## src/rtl/sar_link_pkg.sv

```systemverilog
package sar_link_pkg;

    localparam int CODE_W = 2;

    typedef enum logic [1:0] {
        ST_IDLE = 2'd0,
        ST_GAP  = 2'd1,
        ST_CONV = 2'd2,
        ST_XFER = 2'd3
    } seq_state_e;

    // bit of the select code driven after 'idx' falling edges; zero once past the code
    function automatic logic code_bit(input logic [CODE_W-1:0] code, input int unsigned idx);
        logic b;
        b = 1'b0;
        for (int k = 0; k < CODE_W; k++) begin
            if (idx == k) b = code[CODE_W-1-k];
        end
        return b;
    endfunction

endpackage

```

## src/rtl/sar_link_tick.sv

```systemverilog
module sar_link_tick #(
    parameter int HALF = 2
) (
    input  logic clk,
    input  logic rst_n,
    input  logic run_i,
    output logic tick_o
);
    localparam int DW = (HALF > 1) ? $clog2(HALF) : 1;

    logic [DW-1:0] div_d, div_q;
    logic          last;

    assign last   = (div_q == DW'(HALF - 1));
    assign tick_o = run_i && last;

    always_comb begin
        div_d = div_q;
        if (!run_i || last) div_d = '0;
        else                div_d = div_q + 1'b1;
    end

    always_ff @(posedge clk or negedge rst_n) begin
        if (!rst_n) div_q <= '0;
        else        div_q <= div_d;
    end

    AST_TICK_RANGE: assert property (@(posedge clk) disable iff (!rst_n)
        div_q <= DW'(HALF - 1));

endmodule

```

## src/rtl/sar_link_shreg.sv

```systemverilog
module sar_link_shreg #(
    parameter int W = 16
) (
    input  logic         clk,
    input  logic         rst_n,
    input  logic         clr_i,
    input  logic         shift_i,
    input  logic         bit_i,
    output logic [W-1:0] word_o
);
    logic [W-1:0] sh_d, sh_q;

    always_comb begin
        sh_d = sh_q;
        if (clr_i)        sh_d = '0;
        else if (shift_i) sh_d = {sh_q[W-2:0], bit_i};
    end

    always_ff @(posedge clk or negedge rst_n) begin
        if (!rst_n) sh_q <= '0;
        else        sh_q <= sh_d;
    end

    assign word_o = sh_q;

    AST_SHIFT_IN: assert property (@(posedge clk) disable iff (!rst_n)
        (shift_i && !clr_i) |=> (sh_q[0] == $past(bit_i)));

endmodule

```

## src/rtl/sar_link_host.sv

```systemverilog
module sar_link_host #(
    parameter int CONV_CYCLES = 10,
    parameter int SCK_HALF    = 2,
    parameter int DATA_W      = 16
) (
    input  logic              clk,
    input  logic              rst_n,
    input  logic              start_i,
    input  logic [1:0]        mode_i,
    input  logic              sdi_i,
    output logic              cnv_o,
    output logic              sck_o,
    output logic              sdo_o,
    output logic              busy_o,
    output logic              res_valid_o,
    output logic [DATA_W-1:0] res_data_o,
    output logic [1:0]        res_mode_o,
    output logic              res_stale_o
);
    import sar_link_pkg::*;

    localparam int CNT_W = (CONV_CYCLES > 1) ? $clog2(CONV_CYCLES) : 1;
    localparam int BIT_W = $clog2(DATA_W + 1);

    typedef struct packed {
        seq_state_e        st;
        logic [CNT_W-1:0]  cnt;
        logic [BIT_W-1:0]  bitn;
        logic              cnv;
        logic              sck;
        logic              sdo;
        logic              busy;
        logic              valid;
        logic [DATA_W-1:0] data;
        logic [CODE_W-1:0] code;
        logic [CODE_W-1:0] prev;
        logic              have_prev;
        logic [CODE_W-1:0] tag;
        logic              stale;
    } seq_regs_t;

    seq_regs_t r_d, r_q;

    logic              tick;
    logic              run;
    logic              sh_clr;
    logic              sh_en;
    logic [DATA_W-1:0] sh_word;

    assign run = (r_q.st == ST_XFER);

    sar_link_tick #(.HALF(SCK_HALF)) u_tick (
        .clk    (clk),
        .rst_n  (rst_n),
        .run_i  (run),
        .tick_o (tick)
    );

    sar_link_shreg #(.W(DATA_W)) u_shreg (
        .clk     (clk),
        .rst_n   (rst_n),
        .clr_i   (sh_clr),
        .shift_i (sh_en),
        .bit_i   (sdi_i),
        .word_o  (sh_word)
    );

    always_comb begin
        r_d     = r_q;
        r_d.valid = 1'b0;
        sh_clr  = 1'b0;
        sh_en   = 1'b0;
        unique case (r_q.st)
            ST_IDLE: begin
                r_d.cnv = 1'b1;
                r_d.sck = 1'b0;
                if (start_i) begin
                    r_d.st   = ST_GAP;
                    r_d.cnv  = 1'b0;
                    r_d.busy = 1'b1;
                    r_d.code = mode_i;
                    sh_clr   = 1'b1;
                end
            end
            ST_GAP: begin
                r_d.st  = ST_CONV;
                r_d.cnv = 1'b1;
                r_d.cnt = '0;
            end
            ST_CONV: begin
                if (r_q.cnt == CNT_W'(CONV_CYCLES - 1)) begin
                    r_d.st   = ST_XFER;
                    r_d.cnv  = 1'b0;
                    r_d.sck  = 1'b0;
                    r_d.bitn = '0;
                    r_d.sdo  = code_bit(r_q.code, 0);
                end else begin
                    r_d.cnt = r_q.cnt + 1'b1;
                end
            end
            ST_XFER: begin
                if (tick) begin
                    if (!r_q.sck) begin
                        r_d.sck = 1'b1;
                        sh_en   = 1'b1;
                    end else begin
                        r_d.sck  = 1'b0;
                        r_d.bitn = r_q.bitn + 1'b1;
                        r_d.sdo  = code_bit(r_q.code, int'(r_q.bitn) + 1);
                        if (r_q.bitn == BIT_W'(DATA_W - 1)) begin
                            r_d.st        = ST_IDLE;
                            r_d.cnv       = 1'b1;
                            r_d.sdo       = 1'b0;
                            r_d.busy      = 1'b0;
                            r_d.valid     = 1'b1;
                            r_d.data      = sh_word;
                            r_d.tag       = r_q.prev;
                            r_d.stale     = !r_q.have_prev;
                            r_d.prev      = r_q.code;
                            r_d.have_prev = 1'b1;
                        end
                    end
                end
            end
            default: r_d.st = ST_IDLE;
        endcase
    end

    always_ff @(posedge clk or negedge rst_n) begin
        if (!rst_n) begin
            r_q           <= '0;
            r_q.st        <= ST_IDLE;
            r_q.cnv       <= 1'b1;
        end else begin
            r_q <= r_d;
        end
    end

    assign cnv_o       = r_q.cnv;
    assign sck_o       = r_q.sck;
    assign sdo_o       = r_q.sdo;
    assign busy_o      = r_q.busy;
    assign res_valid_o = r_q.valid;
    assign res_data_o  = r_q.data;
    assign res_mode_o  = r_q.tag;
    assign res_stale_o = r_q.stale;

    AST_SCK_ONLY_WHEN_LOW: assert property (@(posedge clk) disable iff (!rst_n)
        sck_o |-> !cnv_o);
    AST_BUSY_ON_ACCEPT: assert property (@(posedge clk) disable iff (!rst_n)
        (start_i && !busy_o && !res_valid_o) |=> (busy_o && !cnv_o));
    AST_CONV_WINDOW: assert property (@(posedge clk) disable iff (!rst_n)
        (r_q.st == ST_CONV) |-> (cnv_o && (r_q.cnt <= CNT_W'(CONV_CYCLES - 1))));
    AST_CODE_THEN_ZERO: assert property (@(posedge clk) disable iff (!rst_n)
        (run && (r_q.bitn >= BIT_W'(CODE_W))) |-> !sdo_o);
    AST_VALID_PULSE: assert property (@(posedge clk) disable iff (!rst_n)
        res_valid_o |=> !res_valid_o);
    AST_VALID_NOT_BUSY: assert property (@(posedge clk) disable iff (!rst_n)
        res_valid_o |-> !busy_o);
    AST_PARK_HIGH: assert property (@(posedge clk) disable iff (!rst_n)
        res_valid_o |-> cnv_o);
    AST_BUSY_START_IGNORED: assert property (@(posedge clk) disable iff (!rst_n)
        (busy_o && start_i && !res_valid_o) |=> $stable(r_q.code));

endmodule

```

## config.mk

```make
export PLATFORM = sky130hd
export DESIGN_NAME = sar_link_host
export DESIGN_NICKNAME = d
export VERILOG_FILES = /design/src/rtl/sar_link_pkg.sv /design/src/rtl/sar_link_tick.sv /design/src/rtl/sar_link_shreg.sv /design/src/rtl/sar_link_host.sv
export SDC_FILE = /design/constraint.sdc
export NUM_CORES = 1
export LEC_CHECK = 0
export ABC_AREA = 1
export BUFFER_PORTS_ARGS = -buffer_cell sky130_fd_sc_hd__buf_2
export CORE_MARGIN = 2
export CORE_UTILIZATION = 50
export DETAILED_ROUTE_END_ITERATION = 7
export PLACE_DENSITY = 0.7
export SLEW_MARGIN = 20
export SYNTH_ARGS = -nofsm -noshare
export SYNTH_HDL_FRONTEND = slang
export SYNTH_HIERARCHICAL = 1
export SYNTH_SLANG_ARGS = --single-unit
```

## constraint.sdc

```tcl
create_clock -name clk -period 2.2 [get_ports clk]
set_clock_uncertainty 0.15 [all_clocks]
set_input_delay 0.55 -clock clk [delete_from_list [all_inputs] [get_ports clk]]
set_output_delay 0.55 -clock clk [all_outputs]
set_load 0.02 [all_outputs]
```

==> flow_summary.json <==
{
  "outcome": "finished, final reports clean",
  "grt_usage_pct": 17.7,
  "timing.fmax_mhz": 511,
  "crit_fanout": 11,
  "ff2ff_setup_slack_ns": 0.24,
  "antenna_found_initial": 0,
  "syn_nets": 329,
  "finalCriticalPeriod_ns": 1.96,
  "synthCells": 312,
  "synth-edff-count": 0,
  "synth_top_area_share_pct": 52.0,
  "yosysSeqAreaShare_pct": 53.0,
  "drv_slew": 0,
  "drcViolationCount": 0,
  "critPathLaunchType": "flip-flop",
  "drive_above_1_share_pct": 17.6,
  "cts_buffer_depth": 2,
  "postSynth.asyncResetShare_pct": 100,
  "dieArea_um2": 5990,
  "wl_per_cell_um": 11.6,
  "netlist_area_um2": 2690,
  "grt_pass1_vias": 1850,
  "drt_iter0_markers": 122,
  "postSynthAreaPerCell_um2": 8.63,
  "yosysTopAreaCell": "dfrtp_1",
  "synth_compound_area_share_pct": 4.97,
  "ys_ff_latch": 57,
  "fp.dieH_um": 77.4,
  "cts_tree": "yes",
  "fin_tns_setup_ns": 0,
  "rr_startpoint": "r_q[38]",
  "synthFlopType": "dfrtp_1",
  "clk_pin_slew_worst_paths_ns": 0.06,
  "cts_hold_buffers": 0,
  "insertedDiodeCount": 0,
  "required_ns": 2.31,
  "vias": 1920,
  "reg2reg_depth": 8,
  "start_util_pct": 52.4,
  "root_buffer": "clkbuf_8",
  "hold_class": "in -> async",
  "cts_resized": 0,
  "vdd_drop_max_uv": 506,
  "vias_per_cell": 4.73,
  "grt_pass1_wl_um": 8290,
  "synth_warnings": 6,
  "path_class": "reg -> reg",
  "reg2reg_to": "u_shreg/word_o[15]",
  "overflow": 0,
  "synth_top_family_by_area": "simple AND/OR/NAND/NOR gates",
  "cts_setup_buffers": 0,
  "fin_crit_sh_pct": 88.9,
  "fillers": 488,
  "synthTopCellsByCount": "nand2_1 (116), dfrtp_1 (56), inv_1 (27), nand3_1 (24), buf_4 (20)",
  "synth_xor_area_share_pct": 0.651,
  "die_x_um": 77.4,
  "grt_max_degree": 58,
  "synthDistinctLibCells": 26,
  "yosys-top-cells-area": "dfrtp_1 (52%), nand2_1 (16%), buf_4 (5.6%)",
  "num_io_pins": 30,
  "leakagePower_uw": 0.00175,
  "cap_violations": 0,
  "core_um2": 5140,
  "syn2layout_area_growth_pct": 11.7,
  "finalWeightedCongestion": 0.792,
  "power_density_nw_per_um2": 724,
  "cts.htree.levels": 3,
  "muxShareOfSynthArea_pct": 0,
  "final_nets": 348,
  "timing.slew.headroom_pct": 63.6,
  "numPortBuffers": 29,
  "hpwlAfterDp_um": 3230,
  "dr.pass1.iters": 4,
  "synth-adder-area-share_pct": 5.11,
  "rows": 26,
  "hold_violations": 0,
  "drt-total-wl_um": 4690,
  "cp.arrival_ns": 2.07,
  "cts_made_buffers": 9,
  "end_kind": "flip-flop",
  "synth-simple-area-share_pct": 25.0,
  "insertion_delay_ns": 0.32,
  "post-route-util_pct": 58.5,
  "setup_violations": 0,
  "antenna_left": 0,
  "cts_sinks": 57,
  "tightest_slew_ns": 0.540,
  "yosysMostFrequentCell": "nand2_1",
  "rsz0062_at_grt": "false"
}
## sequential cells by signal, summed over array words and instances (netlist names), 2 cells and up
signal          flops
res_data_o         16
res_mode_o          2
r_q                16
u_shreg/word_o     16
## power by group
group	switching [µW]	leakage, µW	internal (µW)	total (µW)
combinational	25.8	0.000918	10.5	36.4
clock	408	0.000113	667	1070
sequential	8.24	0.000715	1060	1070
## routing by layer
metal	global-route usage (%)	part of all wire, %	wire length [µm]
met1	23.7	49	2320
met2	27.7	46	2170
met3	3.49	2.9	136
met4	9.11	1.4	67
met5	0	0	0
## final cells by class
cell class,count,area (µm²),share of cell area [%]
Sequential cell,57,1430,47.5
Multi-Input combinational cell,200,967,32.2
Timing Repair Buffer,34,195,6.49
Clock buffer,11,141,4.70
Inverter,29,109,3.62
Tap cell,70,87.6,2.91
Clock inverter,5,78.8,2.62
## cells by family after synthesis
| group | Yosys count |
|---|---|
| XOR/XNOR | 2 |
| AND/OR/NAND/NOR | 162 |
| adder cells (fa/ha/maj) | 11 |
| AO/OA/AOI/OAI | 25 |
| buffers and inverters | 55 |
| flip-flops | 57 |
## worst max-delay path by stage
stage / startpoint / endpoint / slack (ns)
3_5_place_dp: r_q[29] / r_q[39] / 0.26
2_1_floorplan: r_q[29] / res_data_o[10] / 0.47
5_1_grt: r_q[29] / r_q[4] / 0.02
3_3_place_gp: r_q[29] / r_q[38] / 0.24
6_report: r_q[38] / u_shreg/word_o[15] / 0.24
4_1_cts: r_q[29] / r_q[39] / 0.24
## critical path: stages (launching register included)
cell	delay [ns]
dfrtp_1	0.40
ha_1	0.32
nand2_1	0.08
inv_1	0.10
nand2_2	0.13
nor2_1	0.30
buf_4	0.24
nand3_1	0.09
nand2_1	0.09
## per-stage QoR
step / total power, µW / hold WS (ns) / setup slack [ns] / cell area [µm²] / instances
6_report: 2180 / 0.0525 / 0.243 / 3010 / 406
5_1_grt: 2250 / 0.0739 / 0.0226 / 3010 / 406
4_1_cts: 2190 / 0.0658 / 0.244 / 3000 / 406
3_5_place_dp: 1120 / 0.282 / 0.258 / 2780 / 390
3_3_place_gp: 1120 / 0.281 / 0.238 / 2780 / 390
2_1_floorplan: 1090 / 0.104 / 0.467 / 2690 / 312
## cell usage in the layout (no fill, tap or decap), types with 4 or more instances in the layout
master and n:
a21oi_1 6, buf_2 29, buf_4 4, clkbuf_8 10
dfrtp_1 56, ha_1 11, inv_1 27, nand2_1 116
nand3_1 24, nor2_1 13, o21ai_0 11
Power figures use the tool's default switching activity.
